### src/rtl/shaper_pkg.sv
package shaper_pkg;

    typedef enum logic [2:0] {
        DS_GAP_LO  = 3'd0,
        DS_GAP_HI  = 3'd1,
        DS_DRV_LO  = 3'd2,
        DS_DRV_HI  = 3'd3,
        DS_TRIPPED = 3'd4
    } drv_state_t;

    typedef enum logic {
        FS_STEADY  = 1'b0,
        FS_QUALIFY = 1'b1
    } filt_state_t;

endpackage

### src/rtl/min_pulse_filter.sv
module min_pulse_filter
    import shaper_pkg::*;
#(
    parameter int MIN_W = 8
) (
    input  logic             clk,
    input  logic             rst_n,
    input  logic             raw,
    input  logic [MIN_W-1:0] min_width,
    output logic             filt
);

    localparam int EXT_W = MIN_W + 1;

    filt_state_t      st_q, st_d;
    logic [MIN_W-1:0] cnt_q, cnt_d;
    logic             filt_q, filt_d;
    logic             differs;
    logic             qualified;

    assign differs   = (raw != filt_q);
    assign qualified = (EXT_W'(cnt_q) + EXT_W'(1)) >= EXT_W'(min_width);

    // next-state process
    always_comb begin
        st_d   = st_q;
        cnt_d  = cnt_q;
        filt_d = filt_q;
        unique case (st_q)
            FS_STEADY: begin
                if (differs) begin
                    if (qualified) begin
                        filt_d = raw;
                        cnt_d  = '0;
                    end else begin
                        st_d  = FS_QUALIFY;
                        cnt_d = cnt_q + 1'b1;
                    end
                end
            end
            FS_QUALIFY: begin
                if (!differs) begin
                    st_d  = FS_STEADY;
                    cnt_d = '0;
                end else if (qualified) begin
                    st_d   = FS_STEADY;
                    filt_d = raw;
                    cnt_d  = '0;
                end else begin
                    cnt_d = cnt_q + 1'b1;
                end
            end
            default: begin
                st_d  = FS_STEADY;
                cnt_d = '0;
            end
        endcase
    end

    // state register process
    always_ff @(posedge clk or negedge rst_n) begin
        if (!rst_n) begin
            st_q   <= FS_STEADY;
            cnt_q  <= '0;
            filt_q <= 1'b0;
        end else begin
            st_q   <= st_d;
            cnt_q  <= cnt_d;
            filt_q <= filt_d;
        end
    end

    // output process
    always_comb begin
        filt = filt_q;
    end


    filt_follows_raw_chk: assert property (@(posedge clk) disable iff (!rst_n)
        (filt_q != $past(filt_q)) |-> ($past(raw) == filt_q));


    pulse_delete_chk: assert property (@(posedge clk) disable iff (!rst_n)
        (st_q == FS_QUALIFY && !differs) |=> $stable(filt_q));

endmodule

### src/rtl/underlap_fsm.sv
module underlap_fsm
    import shaper_pkg::*;
#(
    parameter int GAP_W = 8
) (
    input  logic             clk,
    input  logic             rst_n,
    input  logic             filt,
    input  logic [GAP_W-1:0] underlap,
    input  logic             kill,
    output logic             want_top,
    output logic             want_bot
);

    localparam int EXT_W = GAP_W + 1;

    drv_state_t       st_q, st_d;
    logic [GAP_W-1:0] gc_q, gc_d;
    logic             gap_done;

    assign gap_done = (EXT_W'(gc_q) + EXT_W'(1)) >= EXT_W'(underlap);

    // next-state process
    always_comb begin
        st_d = st_q;
        gc_d = gc_q;
        if (kill) begin
            st_d = DS_TRIPPED;
            gc_d = '0;
        end else begin
            unique case (st_q)
                DS_GAP_LO: begin
                    if (filt) begin
                        st_d = DS_GAP_HI;
                        gc_d = '0;
                    end else if (gap_done) begin
                        st_d = DS_DRV_LO;
                        gc_d = '0;
                    end else begin
                        gc_d = gc_q + 1'b1;
                    end
                end
                DS_GAP_HI: begin
                    if (!filt) begin
                        st_d = DS_GAP_LO;
                        gc_d = '0;
                    end else if (gap_done) begin
                        st_d = DS_DRV_HI;
                        gc_d = '0;
                    end else begin
                        gc_d = gc_q + 1'b1;
                    end
                end
                DS_DRV_LO: begin
                    if (filt) begin
                        st_d = DS_GAP_HI;
                        gc_d = '0;
                    end
                end
                DS_DRV_HI: begin
                    if (!filt) begin
                        st_d = DS_GAP_LO;
                        gc_d = '0;
                    end
                end
                DS_TRIPPED: begin
                    st_d = DS_TRIPPED;
                end
                default: begin
                    st_d = DS_GAP_LO;
                    gc_d = '0;
                end
            endcase
        end
    end

    // state register process
    always_ff @(posedge clk or negedge rst_n) begin
        if (!rst_n) begin
            st_q <= DS_GAP_LO;
            gc_q <= '0;
        end else begin
            st_q <= st_d;
            gc_q <= gc_d;
        end
    end

    // output process
    always_comb begin
        want_top = (st_q == DS_DRV_HI);
        want_bot = (st_q == DS_DRV_LO);
    end


    gap_reload_chk: assert property (@(posedge clk) disable iff (!rst_n)
        (st_q == DS_GAP_HI && !filt && !kill) |=> (st_q == DS_GAP_LO && gc_q == '0));


    tripped_stays_chk: assert property (@(posedge clk) disable iff (!rst_n)
        (st_q == DS_TRIPPED) |=> (st_q == DS_TRIPPED));

endmodule

### src/rtl/trip_latch.sv
module trip_latch (
    input  logic clk,
    input  logic rst_n,
    input  logic trip_req,
    output logic tripped
);

    logic set_q;

    always_ff @(posedge clk or negedge rst_n) begin
        if (!rst_n) begin
            set_q <= 1'b0;
        end else if (trip_req) begin
            set_q <= 1'b1;
        end
    end

    assign tripped = set_q;


    trip_sticky_chk: assert property (@(posedge clk) disable iff (!rst_n)
        set_q |=> set_q);

endmodule

### src/rtl/phase_out_shaper.sv
module phase_out_shaper #(
    parameter int MIN_W = 8,
    parameter int GAP_W = 8
) (
    input  logic             clk,
    input  logic             rst_n,
    input  logic             pwm_raw,
    input  logic [MIN_W-1:0] min_width,
    input  logic [GAP_W-1:0] underlap,
    input  logic             trip_req,
    output logic             drv_top,
    output logic             drv_bot,
    output logic             trip_ok
);

    logic filt;
    logic tripped;
    logic want_top;
    logic want_bot;
    logic kill;

    min_pulse_filter #(.MIN_W(MIN_W)) u_filter (
        .clk       (clk),
        .rst_n     (rst_n),
        .raw       (pwm_raw),
        .min_width (min_width),
        .filt      (filt)
    );

    trip_latch u_trip (
        .clk      (clk),
        .rst_n    (rst_n),
        .trip_req (trip_req),
        .tripped  (tripped)
    );

    assign kill = trip_req | tripped;

    underlap_fsm #(.GAP_W(GAP_W)) u_fsm (
        .clk      (clk),
        .rst_n    (rst_n),
        .filt     (filt),
        .underlap (underlap),
        .kill     (kill),
        .want_top (want_top),
        .want_bot (want_bot)
    );

    assign drv_top = want_top & ~trip_req;
    assign drv_bot = want_bot & ~trip_req;
    assign trip_ok = ~tripped;


    no_overlap_chk: assert property (@(posedge clk) disable iff (!rst_n)
        !(drv_top && drv_bot));


    top_after_gap_chk: assert property (@(posedge clk) disable iff (!rst_n)
        $rose(drv_top) |-> !$past(drv_bot));


    bot_after_gap_chk: assert property (@(posedge clk) disable iff (!rst_n)
        $rose(drv_bot) |-> !$past(drv_top));


    trip_blank_chk: assert property (@(posedge clk) disable iff (!rst_n)
        trip_req |-> (!drv_top && !drv_bot));


    trip_off_chk: assert property (@(posedge clk) disable iff (!rst_n)
        !trip_ok |-> (!drv_top && !drv_bot));


    reset_hold_chk: assert property (@(posedge clk)
        !rst_n |-> (!drv_top && !drv_bot && trip_ok));

endmodule

### config.mk
export PLATFORM = sky130hd
export DESIGN_NAME = phase_out_shaper
export DESIGN_NICKNAME = d
export VERILOG_FILES = /design/src/rtl/shaper_pkg.sv /design/src/rtl/min_pulse_filter.sv /design/src/rtl/underlap_fsm.sv /design/src/rtl/trip_latch.sv /design/src/rtl/phase_out_shaper.sv
export SDC_FILE = /design/constraint.sdc
export NUM_CORES = 1
export LEC_CHECK = 0
export CORE_ASPECT_RATIO = 0.9
export CORE_MARGIN = 2
export CORE_UTILIZATION = 35
export CTS_CLUSTER_SIZE = 30
export DETAILED_ROUTE_END_ITERATION = 10
export REMOVE_ABC_BUFFERS = 1
export SYNTH_ARGS = -nofsm -noshare
export SYNTH_HDL_FRONTEND = slang
export SYNTH_SLANG_ARGS = --single-unit
### constraint.sdc
create_clock -name clk -period 3.26 [get_ports clk]
set_input_delay 0.489 -clock clk [delete_from_list [all_inputs] [get_ports clk]]
set_output_delay 0.489 -clock clk [all_outputs]
set_load 0.01 [all_outputs]
* Word level (Yosys, flattened, before mapping)
Cells that the tools add are included.
** Word-level totals
- Output and inout bits :: 3
- Register bits :: 22
- Bits of input ports :: 20
- Word-level logic and storage cells :: 56
** Cells by class
- Multiplexer cells :: 23
- Bitwise logic cells :: 6
- Add/subtract/negate cells :: 4
- Reductions and logical operators :: 4
- Magnitude comparators :: 2
- Equal/unequal tests :: 11
** Operators with widths (count)
- 2-to-1 mux 8 bit :: 9
- case mux 8 bit (5 select lines) :: 1
- 2-to-1 mux 3 bit :: 7
- adder 8 x 1 -> 9 bit, second input constant :: 2
- >= comparator 9 x 8 -> 1 bit :: 2
- adder 8 x 1 -> 8 bit, second input constant :: 2
- case mux 8 bit (2 select lines) :: 1
- case mux 3 bit (5 select lines) :: 1
- inequality test 4 x 3 -> 1 bit, second input constant :: 2
- equality test 3 x 2 -> 1 bit, second input constant :: 2
- 2-to-1 mux 1 bit :: 4
- AND reduction 4 bit :: 1
- equality test 3 x 1 -> 1 bit, second input constant :: 1
- equality test 3 bit, second input constant :: 1
- logical NOT 3 bit :: 1
- inequality test 3 x 1 -> 1 bit, second input constant :: 1
- inequality test 3 bit, second input constant :: 1
- NOT 1 bit :: 3
- AND reduction 3 bit :: 1
- bitwise AND 1 bit :: 2
- inequality test 2 x 1 -> 1 bit, second input constant :: 1
- inequality test 2 bit, second input constant :: 1
- AND reduction 2 bit :: 1
- inequality test 1 bit :: 1
- OR 1 bit :: 1

* Longest topological paths before layout
- Word-level depth :: 6
- Gate-level depth with buffers :: 10
- Gate-level depth less buffers :: 10

* Cells and area by module
From an unflattened synthesis, not the netlist that was laid out.
** Second synthesis, totals
- Cells, all modules :: 172
- Area total of the unflattened synthesis :: 1622.8 sq um
** Modules (own cells, without submodules)
- underlap_fsm :: cells an instance 81, seq. area each 275.3 sq um, times used 1, area an instance 813.3 sq um
- min_pulse_filter :: cells an instance 85, seq. area each 250.2 sq um, times used 1, area an instance 755.7 sq um
- trip_latch :: cells an instance 2, seq. area each 25.0 sq um, times used 1, area an instance 31.3 sq um
- phase_out_shaper :: cells an instance 4, seq. area each 0.0 sq um, times used 1, area an instance 22.5 sq um

* Worst setup path after synthesis
No wires, ideal clock.
- Path type :: flip-flop to flip-flop
- From :: register u_filter.cnt_q[2]
- To :: register u_filter.filt_q, in the netlist u_filter.filt
- Cell stages (with the launch flop) :: 9
- Setup time :: 125 ps
- Slack :: 919 ps
- Required time :: 3135 ps
- Path buffers :: 0
- Arrival time :: 2217 ps
- Path through :: dfrtp_1 -> and4_1 -> nand4_1 -> xnor2_1 -> ha_1 -> and3_1 -> a221oi_1 -> nand3_1 -> mux2_2
** On the way
- Word-level cells in the longest chain between the ends :: 3
** Ends and longest elaborated chain
- start: declaration :: RTL line min_pulse_filter.sv:16 : logic [MIN_W-1:0] cnt_q, cnt_d;
- start signal: assignment :: RTL line min_pulse_filter.sv:68 : cnt_q <= cnt_d;
- adder 8 x 1 -> 9 bit :: RTL line min_pulse_filter.sv:22 : assign qualified = (EXT_W'(cnt_q) + EXT_W'(1)) >= EXT_W'(min_width);
- >= comparator 9 x 8 -> 1 bit :: RTL line min_pulse_filter.sv:22
- AND reduction 2 bit (no source line)
- end signal: assignment :: RTL line min_pulse_filter.sv:69 : filt_q <= filt_d;
- end: declaration :: RTL line min_pulse_filter.sv:17 : logic filt_q, filt_d;
No other way between the ends.
A chain may end at the register's enable or synchronous reset.

* Worst setup path after layout
Same ends and word-level chain as after synthesis.

==> flow_summary.html <==
<table>
<tr><th>Metric</th><th>Value</th></tr>
<tr><th colspan="2">Status</th></tr>
<tr><td>Outcome</td><td>finished clean</td></tr>
<tr><th colspan="2">Synthesis</th></tr>
<tr><td>Xor and xnor fraction of the mapped netlist area</td><td>7.67%</td></tr>
<tr><td>Library cell occupying the most area in the post-synthesis netlist</td><td>sky130_fd_sc_hd__dfrtp_1</td></tr>
<tr><td>Mapped cell area</td><td>1600 um2</td></tr>
<tr><td>Mean cell area of the mapped netlist</td><td>9.29 um2</td></tr>
<tr><td>Number of register bits inferred by synthesis</td><td>22</td></tr>
<tr><td>Post-synth ARST share</td><td>100%</td></tr>
<tr><td>Fraction of synthesized cell area taken by the top area cell type</td><td>34.5%</td></tr>
<tr><td>Synthesized-area fraction occupied by ao, oa, aoi and oai cells</td><td>15.3%</td></tr>
<tr><td>Simple-gate share of the synthesized area</td><td>22.8%</td></tr>
<tr><td>Portion of the post-synthesis area used by sequential elements</td><td>34.5%</td></tr>
<tr><td>Share of synthesized cell area in full adder, half adder and majority cells</td><td>14.1%</td></tr>
<tr><td>Leading cell types by count after synthesis</td><td>sky130_fd_sc_hd__dfrtp_1, sky130_fd_sc_hd__inv_1, sky130_fd_sc_hd__ha_1</td></tr>
<tr><td>Post-synth EDFFs</td><td>0</td></tr>
<tr><td>Prevailing post-synth register cell</td><td>sky130_fd_sc_hd__dfrtp_1</td></tr>
<tr><td>Ranking of synthesized cells by area</td><td>sky130_fd_sc_hd__dfrtp_1, sky130_fd_sc_hd__ha_1, sky130_fd_sc_hd__xnor2_1</td></tr>
<tr><td>Mux cell area share after synthesis</td><td>0.705%</td></tr>
<tr><td>Largest family of logic cells by synthesized area</td><td>simple AND/OR/NAND/NOR gates</td></tr>
<tr><td>Most common cell in the netlist</td><td>sky130_fd_sc_hd__dfrtp_1</td></tr>
<tr><td>Total number of yosys warnings</td><td>0</td></tr>
<tr><td>Number of instances in the synthesized netlist</td><td>172</td></tr>
<tr><td>Unique masters post-synth</td><td>37</td></tr>
<tr><th colspan="2">Setup path</th></tr>
<tr><td>Data required time of the worst path</td><td>3410 ps</td></tr>
<tr><td>Crit path max fanout</td><td>9</td></tr>
<tr><td>CP Data Arrival Time</td><td>2820 ps</td></tr>
<tr><td>Element type at the critical path end</td><td>flip-flop</td></tr>
<tr><td>CP Class</td><td>reg -&gt; reg</td></tr>
<tr><td>R2r setup slk</td><td>580 ps</td></tr>
<tr><td>Crit start category</td><td>flip-flop</td></tr>
<tr><th colspan="2">STA</th></tr>
<tr><td>Final WS setup</td><td>582 ps</td></tr>
<tr><td>Total setup violations reported at the end of the flow</td><td>0</td></tr>
<tr><td>Final Max Tran Viols</td><td>0</td></tr>
<tr><td>Post-route clock period utilization</td><td>82.2%</td></tr>
<tr><td>Max_slew headroom</td><td>42.7%</td></tr>
<tr><td>RSZ-0062 raised after global routing</td><td>false</td></tr>
<tr><td>Final Hold Violating Endpoints</td><td>0</td></tr>
<tr><td>Clock skew</td><td>5.89 ps</td></tr>
<tr><td>Sum of negative setup slack</td><td>0 ps</td></tr>
<tr><td>Maximum operating frequency</td><td>0.373 GHz</td></tr>
<tr><td>Final critical-path required period</td><td>2680 ps</td></tr>
<tr><td>Transition time at the pin with the least slew margin</td><td>854 ps</td></tr>
<tr><td>Minimum hold slack</td><td>509 ps</td></tr>
<tr><th colspan="2">GRT</th></tr>
<tr><td>Overflow left after global routing</td><td>0</td></tr>
<tr><td>Global routing usage summed across all routing layers</td><td>14.0%</td></tr>
<tr><td>Wire length of the first global-routing pass</td><td>5550 um</td></tr>
<tr><td>Largest net degree at the start of global routing</td><td>23</td></tr>
<tr><td>Vias in the first global route</td><td>1188</td></tr>
<tr><td>Number of antenna violations at the first check in global routing</td><td>0</td></tr>
<tr><th colspan="2">Placement</th></tr>
<tr><td>Post-detail-place hpwl</td><td>2430 um</td></tr>
<tr><td>Port buffer count</td><td>22</td></tr>
<tr><td>Placed instance area</td><td>1900 um2</td></tr>
<tr><td>Final weighted congestion in routability-driven placement</td><td>0.759</td></tr>
<tr><td>Setup Slack @ Placement</td><td>590 ps</td></tr>
<tr><th colspan="2">Power</th></tr>
<tr><td>Worst IR Drop VDD</td><td>0.315 mV</td></tr>
<tr><td>Power per standard cell area</td><td>391 nW/um2</td></tr>
<tr><td>Leakage power total</td><td>0.000907 uW</td></tr>
<tr><th colspan="2">Floorplan</th></tr>
<tr><td>Core outline area</td><td>4430 um2</td></tr>
<tr><td>Die extent in x</td><td>75.2 um</td></tr>
<tr><td>DIE AREA</td><td>5120 um2</td></tr>
<tr><td>Y dimension of the die</td><td>68.1 um</td></tr>
<tr><td>I/O pin cnt</td><td>23</td></tr>
<tr><td>Number of cell rows</td><td>23</td></tr>
<tr><td>Effective utilization at floorplan</td><td>36.1%</td></tr>
<tr><th colspan="2">Drt</th></tr>
<tr><td>Total number of vias</td><td>1296</td></tr>
<tr><td>Highest metal layer with signal wires</td><td>met4</td></tr>
<tr><td>Post-route met1 wirelength</td><td>1650 um</td></tr>
<tr><td>Number of design-rule violations left by the first detailed-router iteration</td><td>83</td></tr>
<tr><td>Number of vias per cell</td><td>5.00</td></tr>
<tr><td>Total wire length</td><td>3110 um</td></tr>
<tr><td>Met2 Routed Length</td><td>1330 um</td></tr>
<tr><td>DRC viols</td><td>0</td></tr>
<tr><td>Detail Route met3 WL</td><td>117 um</td></tr>
<tr><td>Number of iterations in the first detailed-routing pass</td><td>4</td></tr>
<tr><td>Antenna Nets Post-Route</td><td>0</td></tr>
<tr><td>Routed wire length per instance</td><td>12.0 um</td></tr>
<tr><th colspan="2">Clock network</th></tr>
<tr><td>Deepest level of the CTS H-tree</td><td>1</td></tr>
<tr><td>Clock transition at path regs</td><td>70 ps</td></tr>
<tr><td>TritonCTS clock tree</td><td>done</td></tr>
<tr><td>Post-CTS Repair Setup Buffers</td><td>0</td></tr>
<tr><td>Num CTS Buffers</td><td>3</td></tr>
<tr><td>Buffers from clock root to sink, at most</td><td>2</td></tr>
<tr><td>Number of buffers inserted by hold repair at cts</td><td>0</td></tr>
<tr><td>Count of cells resized by post-cts repair</td><td>0</td></tr>
<tr><td>Clock insertion delay at the later pin of the skew report</td><td>260 ps</td></tr>
<tr><td>Clock net sink count</td><td>22</td></tr>
<tr><td>Clock Tree Root</td><td>sky130_fd_sc_hd__clkbuf_8</td></tr>
<tr><th colspan="2">Worst hold path</th></tr>
<tr><td>Min-delay worst type</td><td>reg -&gt; reg</td></tr>
<tr><th colspan="2">Cells and area</th></tr>
<tr><td>Final Cell Area</td><td>1950 um2</td></tr>
<tr><td>Finished Core Util</td><td>44.0%</td></tr>
<tr><td>Number of nets in the final layout</td><td>236</td></tr>
<tr><td>ANT cells</td><td>0</td></tr>
<tr><td>Share of final-layout standard cells stronger than drive strength 1</td><td>7.11%</td></tr>
<tr><td>Synthesis-to-layout area growth</td><td>22.1%</td></tr>
<tr><th colspan="2">Flow run</th></tr>
<tr><td>MaxCap Viol Count</td><td>0</td></tr>
</table>
[final cells by class]
cell class | instances | area, um2
fillers | 461 | 2480
multi-input cells | 129 | 968
flip-flops and latches | 22 | 551
repair buffers | 23 | 228
well taps | 62 | 77.6
inverters | 19 | 71.3
clock buffers | 4 | 55.1
[placed cells by master, fill, tap and decap left out, drive strengths merged, types with 6 or more instances in the layout]
master,instances
dfrtp,22
ha,18
nand3,13
inv,19
clkdlybuf4s50,22
xnor2,9
nor2,6
nand3b,9
nand2,17
o21ai,11
[power breakdown]
part | internal, uW | total (uW) | switching (uW)
clock | 108 | 194 | 86.5
sequential | 304 | 354 | 49.6
combinational | 106 | 215 | 109
total | 518 | 763 | 245
[layer usage]
metal | vias to the layer above | global-route usage (%)
met1 | 610 | 20.8
met4 | 0 | 1.97
met5 | - | 0
li1 | 662 | -
met3 | 2 | 3.53
met2 | 22 | 20.8
[state kept, by name, summed over array words and instances, names as in the netlist]
name            cells
u_trip.tripped      1
u_filter.filt       1
u_fsm.gc_q          8
u_filter.st_q       1
u_filter.cnt_q      8
u_fsm.st_q          3
[metrics by stage]
step	total power [uW]	instances
2_1_floorplan	499	170
3_3_place_gp	575	255
3_5_place_dp	580	255
4_1_cts	776	259
5_1_grt	829	259
6_report	763	259
[worst max-delay path: stages (launching register included)]
cell and delay, ps:
sky130_fd_sc_hd__dfrtp_1 440, sky130_fd_sc_hd__and4_1 260, sky130_fd_sc_hd__nand4_1 140, sky130_fd_sc_hd__xnor2_1 220
sky130_fd_sc_hd__ha_1 270, sky130_fd_sc_hd__and3_1 200, sky130_fd_sc_hd__a221oi_1 340, sky130_fd_sc_hd__nand3_1 330
sky130_fd_sc_hd__mux2_2 360
[cell families (layout without fill, tap and decap cells)]
logic type	Yosys count	after routing
xor gates and xnor gates	14	14
adders and majority gates	18	18
muxes	1	1
and+or+nand+nor	65	65
buffers and inverters	21	46
DFF	22	22
AOI/OAI and AO/OA	31	31
[final timing paths]
path,end,from,cells past startpoint
worst min register to register,u_fsm.st_q[2],u_trip.tripped,2
worst min-delay path,u_fsm.st_q[2],u_trip.tripped,2
worst max register to register,u_filter.filt,u_filter.cnt_q[2],8
worst max-delay path,u_filter.filt,u_filter.cnt_q[2],8
min in group asynchronous,u_fsm.gc_q[4],rst_n,2
max in group asynchronous,u_fsm.gc_q[1],rst_n,2
Power figures use the tool's default switching activity.
